## src/rtl/pga_pkg.sv

```systemverilog
package pga_pkg;

    localparam int CODE_W      = 7;
    localparam int MAX_CODE    = 119;
    localparam int SHIFT_STEPS = 12;

    typedef struct packed {
        logic              muted;
        logic [CODE_W-1:0] code;
    } gain_t;

    localparam gain_t GAIN_MUTE = '{muted: 1'b1, code: '0};
    localparam gain_t GAIN_ZERO = '{muted: 1'b0, code: '0};

    typedef enum logic [1:0] {
        SCL_NONE  = 2'b00,
        SCL_UP    = 2'b01,
        SCL_UNITY = 2'b10,
        SCL_DOWN  = 2'b11
    } scale_e;

    typedef enum logic [1:0] {
        PWR_OFF    = 2'b00,
        PWR_ON     = 2'b01,
        PWR_RAMPDN = 2'b10
    } pwr_e;

    // Clamp the request, apply the scaling offset, saturate.
    function automatic gain_t scaled_target(logic [CODE_W-1:0] req, scale_e s);
        int    base;
        int    v;
        gain_t g;
        base = (int'(req) > MAX_CODE) ? MAX_CODE : int'(req);
        case (s)
            SCL_UP:   v = base + SHIFT_STEPS;
            SCL_DOWN: v = base - SHIFT_STEPS;
            default:  v = base;
        endcase
        if (v < 0)        v = 0;
        if (v > MAX_CODE) v = MAX_CODE;
        g.muted = 1'b0;
        g.code  = CODE_W'(v);
        return g;
    endfunction

    // Mute is rank 0, code n is rank n+1.
    function automatic int gain_rank(gain_t g);
        return g.muted ? 0 : int'(g.code) + 1;
    endfunction

    function automatic gain_t rank_to_gain(int r);
        gain_t g;
        if (r <= 0) begin
            g = GAIN_MUTE;
        end else begin
            g.muted = 1'b0;
            g.code  = CODE_W'(r - 1);
        end
        return g;
    endfunction

endpackage

```

## src/rtl/pga_target.sv

```systemverilog
module pga_target
    import pga_pkg::*;
(
    input  logic              clk,
    input  logic              rst,
    input  logic [CODE_W-1:0] tgt_code,
    input  logic              amp_en,
    input  logic              mute_req,
    input  scale_e            scale,
    input  pwr_e              pwr_state,
    output gain_t             desired
);

    always_comb begin
        if (pwr_state != PWR_ON || mute_req) begin
            desired = GAIN_MUTE;
        end else if (!amp_en) begin
            desired = GAIN_ZERO;
        end else begin
            desired = scaled_target(tgt_code, scale);
        end
    end

    // wanted code never leaves the legal range
    p_target_range_r4: assert property (@(posedge clk) disable iff (rst)
        !desired.muted |-> (int'(desired.code) <= MAX_CODE));

    // unpowered block always wants mute
    p_unpowered_mute_r11: assert property (@(posedge clk) disable iff (rst)
        (pwr_state == PWR_OFF) |-> desired.muted);

endmodule

```

## src/rtl/pga_ramp.sv

```systemverilog
module pga_ramp
    import pga_pkg::*;
(
    input  logic  clk,
    input  logic  rst,
    input  logic  step_off,
    input  logic  step_tick,
    input  gain_t desired,
    output gain_t applied
);

    int    cur_rank;
    int    want_rank;
    gain_t nxt;

    always_comb begin
        cur_rank  = gain_rank(applied);
        want_rank = gain_rank(desired);
        nxt       = applied;
        if (step_off) begin
            nxt = desired;
        end else if (step_tick) begin
            if (cur_rank < want_rank) begin
                nxt = rank_to_gain(cur_rank + 1);
            end else if (cur_rank > want_rank) begin
                nxt = rank_to_gain(cur_rank - 1);
            end
        end
    end

    always_ff @(posedge clk) begin
        if (rst) begin
            applied <= GAIN_MUTE;
        end else begin
            applied <= nxt;
        end
    end

    // no movement without a tick while stepping
    p_no_tick_hold_r2: assert property (@(posedge clk) disable iff (rst)
        (!step_off && !step_tick) |=> $stable(applied));

    // at most one rank per clock while stepping
    p_one_rank_r2: assert property (@(posedge clk) disable iff (rst)
        !step_off |=> (cur_rank == $past(cur_rank) ||
                       cur_rank == $past(cur_rank) + 1 ||
                       cur_rank + 1 == $past(cur_rank)));

    // immediate load when stepping is off
    p_direct_load_r3: assert property (@(posedge clk) disable iff (rst)
        step_off |=> (applied == $past(desired)));

endmodule

```

## src/rtl/pga_pwr_seq.sv

```systemverilog
module pga_pwr_seq
    import pga_pkg::*;
(
    input  logic clk,
    input  logic rst,
    input  logic pwr_req,
    input  logic applied_muted,
    output pwr_e state,
    output logic pwr_up,
    output logic pd_done
);

    pwr_e nxt_state;

    always_comb begin
        nxt_state = state;
        case (state)
            PWR_OFF:    if (pwr_req)       nxt_state = PWR_ON;
            PWR_ON:     if (!pwr_req)      nxt_state = PWR_RAMPDN;
            PWR_RAMPDN: if (applied_muted) nxt_state = PWR_OFF;
            default:                       nxt_state = PWR_OFF;
        endcase
    end

    always_ff @(posedge clk) begin
        if (rst) begin
            state   <= PWR_OFF;
            pd_done <= 1'b0;
        end else begin
            state   <= nxt_state;
            pd_done <= (state == PWR_RAMPDN) && applied_muted;
        end
    end

    assign pwr_up = (state != PWR_OFF);

    // power status holds while the ramp to mute is unfinished
    p_hold_power_r9: assert property (@(posedge clk) disable iff (rst)
        (state == PWR_RAMPDN && !applied_muted) |=> pwr_up);

    // done is a single-clock pulse
    p_done_pulse_r9: assert property (@(posedge clk) disable iff (rst)
        pd_done |=> !pd_done);

    // done coincides with power status dropping
    p_done_off_r9: assert property (@(posedge clk) disable iff (rst)
        pd_done |-> !pwr_up);

endmodule

```

## src/rtl/pga_hold.sv

```systemverilog
module pga_hold #(
    parameter int SAMPLE_W = 16
) (
    input  logic                clk,
    input  logic                rst,
    input  logic                freeze,
    input  logic [SAMPLE_W-1:0] din,
    output logic [SAMPLE_W-1:0] dout
);

    always_ff @(posedge clk) begin
        if (rst) begin
            dout <= '0;
        end else if (!freeze) begin
            dout <= din;
        end
    end

    // output frozen while muted
    p_frozen_r10: assert property (@(posedge clk) disable iff (rst)
        freeze |=> $stable(dout));

endmodule

```

## src/rtl/pga_softstep_ctrl.sv

```systemverilog
module pga_softstep_ctrl
    import pga_pkg::*;
#(
    parameter int SAMPLE_W = 16
) (
    input  logic                clk,
    input  logic                rst,
    input  logic                pwr_req,
    input  logic                amp_en,
    input  logic                mute_req,
    input  logic                step_off,
    input  logic                step_tick,
    input  logic [1:0]          scale_sel,
    input  logic [CODE_W-1:0]   tgt_code,
    input  logic [SAMPLE_W-1:0] sample_in,
    output logic [CODE_W-1:0]   gain_code,
    output logic                gain_muted,
    output logic                gain_reached,
    output logic                pwr_up,
    output logic                pd_done,
    output logic [SAMPLE_W-1:0] sample_out
);

    gain_t desired;
    gain_t applied;
    pwr_e  pwr_state;

    pga_target u_target (
        .clk       (clk),
        .rst       (rst),
        .tgt_code  (tgt_code),
        .amp_en    (amp_en),
        .mute_req  (mute_req),
        .scale     (scale_e'(scale_sel)),
        .pwr_state (pwr_state),
        .desired   (desired)
    );

    pga_ramp u_ramp (
        .clk       (clk),
        .rst       (rst),
        .step_off  (step_off),
        .step_tick (step_tick),
        .desired   (desired),
        .applied   (applied)
    );

    pga_pwr_seq u_pwr (
        .clk           (clk),
        .rst           (rst),
        .pwr_req       (pwr_req),
        .applied_muted (applied.muted),
        .state         (pwr_state),
        .pwr_up        (pwr_up),
        .pd_done       (pd_done)
    );

    pga_hold #(.SAMPLE_W(SAMPLE_W)) u_hold (
        .clk    (clk),
        .rst    (rst),
        .freeze (applied.muted),
        .din    (sample_in),
        .dout   (sample_out)
    );

    assign gain_muted   = applied.muted;
    assign gain_code    = applied.muted ? '0 : applied.code;
    assign gain_reached = (applied == desired);

    // an unpowered block is always muted
    p_off_muted_r11: assert property (@(posedge clk) disable iff (rst)
        !pwr_up |-> gain_muted);

endmodule

```

## config.mk

```make
export PLATFORM = sky130hd
export DESIGN_NAME = pga_softstep_ctrl
export DESIGN_NICKNAME = d
export VERILOG_FILES = /design/src/rtl/pga_pkg.sv /design/src/rtl/pga_target.sv /design/src/rtl/pga_ramp.sv /design/src/rtl/pga_pwr_seq.sv /design/src/rtl/pga_hold.sv /design/src/rtl/pga_softstep_ctrl.sv
export SDC_FILE = /design/constraint.sdc
export NUM_CORES = 1
export LEC_CHECK = 0
export BUFFER_PORTS_ARGS = -buffer_cell sky130_fd_sc_hd__buf_2
export CORE_AREA = 2 2 62 87
export CTS_CLUSTER_SIZE = 10
export DETAILED_ROUTE_END_ITERATION = 8
export DIE_AREA = 0 0 64 89
export PLACE_DENSITY = 0.92
export REMOVE_ABC_BUFFERS = 1
export SYNTH_ARGS = -nofsm -noshare
export SYNTH_HDL_FRONTEND = slang
export SYNTH_SLANG_ARGS = --single-unit
```

## constraint.sdc

```tcl
create_clock -name clk -period 10.9 [get_ports clk]
set_input_delay 1.09 -clock clk [delete_from_list [all_inputs] [get_ports clk]]
set_output_delay 1.09 -clock clk [all_outputs]
set_load 0.05 [all_outputs]
```

==> impl_metrics.yaml <==
global_routing:
  grt_max_degree: 31
  gr-usage-all-layers_pct: 25.9
  grt_overflow: 0
  grt_pass1_wl_um: 12000
  antenna_found_initial: 0
  grt_pass1_vias: 2675
power:
  leakage_nw: 1.44
  irDropWorstVdd_uv: 87.9
  power_density_nw_per_um2: 90.9
drt:
  dr.first_iter.drc_count: 222
  dr.pass1.iters: 7
  vias_per_cell: 6.10
  detail-route-antenna-nets: 0
  via_count: 2869
  drc: 0
  wl_per_cell_um: 15.8
  wl_um: 7440
clock_network:
  cts_setup_buffers: 0
  cts_tree: "done"
  clock_sinks: 27
  holdBufCountCts: 0
  cts_resized: 0
  worst_skew_pair.late_latency_ns: 0.27
  cts_made_buffers: 3
  htree_levels: 1
  ctsRootBufferMaster: "clkbuf_8"
  ctsLongestPathBuffers: 2
  clk_pin_slew_ns: 0.10
logic_synthesis:
  synthArstFlopShare_pct: 0
  ys_types: 74
  synth_top_area_share_pct: 18.9
  ys_warn_count: 0
  synth_area_um2: 2850
  yosysMostFrequentCell: "nor2_1"
  ys_seq_area_share_pct: 18.9
  netlist_instances: 365
  synth_largest_area_cell: "dfxtp_1"
  synth-edff-count: 0
  ys_ff_latch: 27
  synthFlopType: "dfxtp_1"
  synth_common_cells: "nor2_1, dfxtp_1, mux2i_1"
  postSynthAreaPerCell_um2: 7.82
  synth_area_leaders: "dfxtp_1, ha_1, mux2i_1"
floorplanning:
  die_y_um: 89
  dieArea_um2: 5700
  std_cell_rows: 30
  pin_count: 59
  initial_core_util_pct: 58.9
  core_area_um2: 4840
  dieWidth_um: 64
setup_path:
  slowest_delay_ns: 0.54
  crit_slowest_cell: "o31ai_1"
  cp-start-kind: "input pin"
  end_kind: "register"
  regToRegSetupSlack_ns: 6.72
  path_cells: "buf_2, and4_1, nor2_1, inv_1, ha_1, nor3_1, ha_1, a221oi_1, nand4b_1, nand2b_1, o211ai_1, o41a_1, ha_1, nand2_1, o21ai_0, nor2_1, o31ai_1, nor2_1, o221a_1, a2111oi_2"
  timing.rr.end: "u_ramp.applied[4]"
  required_ns: 11.08
  crit_fanout: 10
  path_class: "in2reg"
  reg2reg_depth: 13
  crit_buf_inv: 2
  crit_family: "compound AO/OA/AOI/OAI gates"
  r2r_start: "u_pwr.state[1]"
  arrival_ns: 6.01
timing:
  finalCritPeriodShare_pct: 53.5
  tightestPinTransition_ns: 0.681
  whs_ns: 0.481
  finalClockSkew_ns: 0.00387
  rsz0062_at_grt: "false"
  min_period_ns: 5.83
  tns_ns: 0
  drv_slew: 0
  fmaxAchievable_mhz: 172
  layout_setup_ws_ns: 5.07
  hold_viol_final: 0
  slew_headroom_pct: 54.5
  setup_viol: 0
placement:
  io_buffer_count: 58
  pre_cts_ws_ns: 4.87
  dp_hpwl_um: 5850
  routabilityCongestion: 0.960
  dpl.cell_count: 466
worst_hold_path:
  whs_endpoint: "u_pwr.pd_done"
  worstHoldStart: "u_pwr.state[0]"
  hold_class: "reg2reg"
  min_path_cells: 1
layout:
  nNetsFinal: 459
  diodes: 0
  area_growth_pct: 11.3
  utilization_pct: 65.6
  fin_cells: 470
  drive_gt1_share_pct: 20.4
run:
  cap_violations: 0
outcome:
  outcome: "finished, final reports clean"
[worst max path at each step]
stage                 from                 to  slack, ns  cells past startpoint
4_1_cts        tgt_code[6]  u_ramp.applied[4]       5.13                     20
3_3_place_gp   tgt_code[6]  u_ramp.applied[4]       5.13                     20
3_5_place_dp   tgt_code[6]  u_ramp.applied[4]       4.87                     20
2_1_floorplan  tgt_code[6]       gain_reached       5.40                     12
5_1_grt        tgt_code[6]  u_ramp.applied[4]       4.60                     21
6_report       tgt_code[6]  u_ramp.applied[4]       5.07                     20
[flip-flops by register name (all words and copies together), names as in the netlist]
register        count
u_hold.dout        16
u_ramp.applied      8
u_pwr.state         2
u_pwr.pd_done       1
[layer usage]
metal  wire (µm)  GRT usage (%)  up-vias
met5           0              0        -
met4         215           11.1        0
met3         326           2.27       22
met2        3990           49.5      105
met1        2910           29.1     1330
li1            -              -     1412
[final cells by class]
| type | count | area, µm² |
|---|---|---|
| clock buffer | 3 | 41.3 |
| multi-input combinational | 297 | 2140 |
| fill | 402 | 1670 |
| timing repair buffer | 59 | 298 |
| clock inverter | 1 | 7.51 |
| sequential | 27 | 541 |
| tap | 64 | 80.1 |
| inverter | 19 | 71.3 |
[cell usage in the layout (no fill, tap or decap), drive strengths merged, types with 14 or more instances in the layout]
cell / instances
nand3: 17
dfxtp: 27
inv: 18
nor2: 38
a21oi: 14
mux2i: 24
ha: 20
xnor2: 19
buf: 59
nand2: 23
o21ai: 16
[metrics by stage]
step,power (mW),instance area (µm²)
after floorplan,0.198,2750
after global placement,0.226,3130
after detailed placement,0.230,3130
after CTS,0.286,3180
after global routing,0.303,3180
final,0.289,3180
[power breakdown]
part | switching [mW] | total, mW | internal (mW)
logic | 0.0734 | 0.117 | 0.0432
registers | 0.00941 | 0.114 | 0.104
clock network | 0.0323 | 0.0583 | 0.0260
[kinds of logic after synthesis]
| group | Yosys count | share of synthesized area (%) |
|---|---|---|
| compound gates | 77 | 20.0 |
| buf+inv | 41 | 6.14 |
| fa+ha+maj | 21 | 9.12 |
| xor+xnor | 30 | 9.21 |
| other cells | 1 | 0.131 |
| simple gates | 140 | 26.3 |
| flops | 27 | 18.9 |
| mux | 28 | 10.1 |
Note: power is estimated with default switching activity, not from simulation.
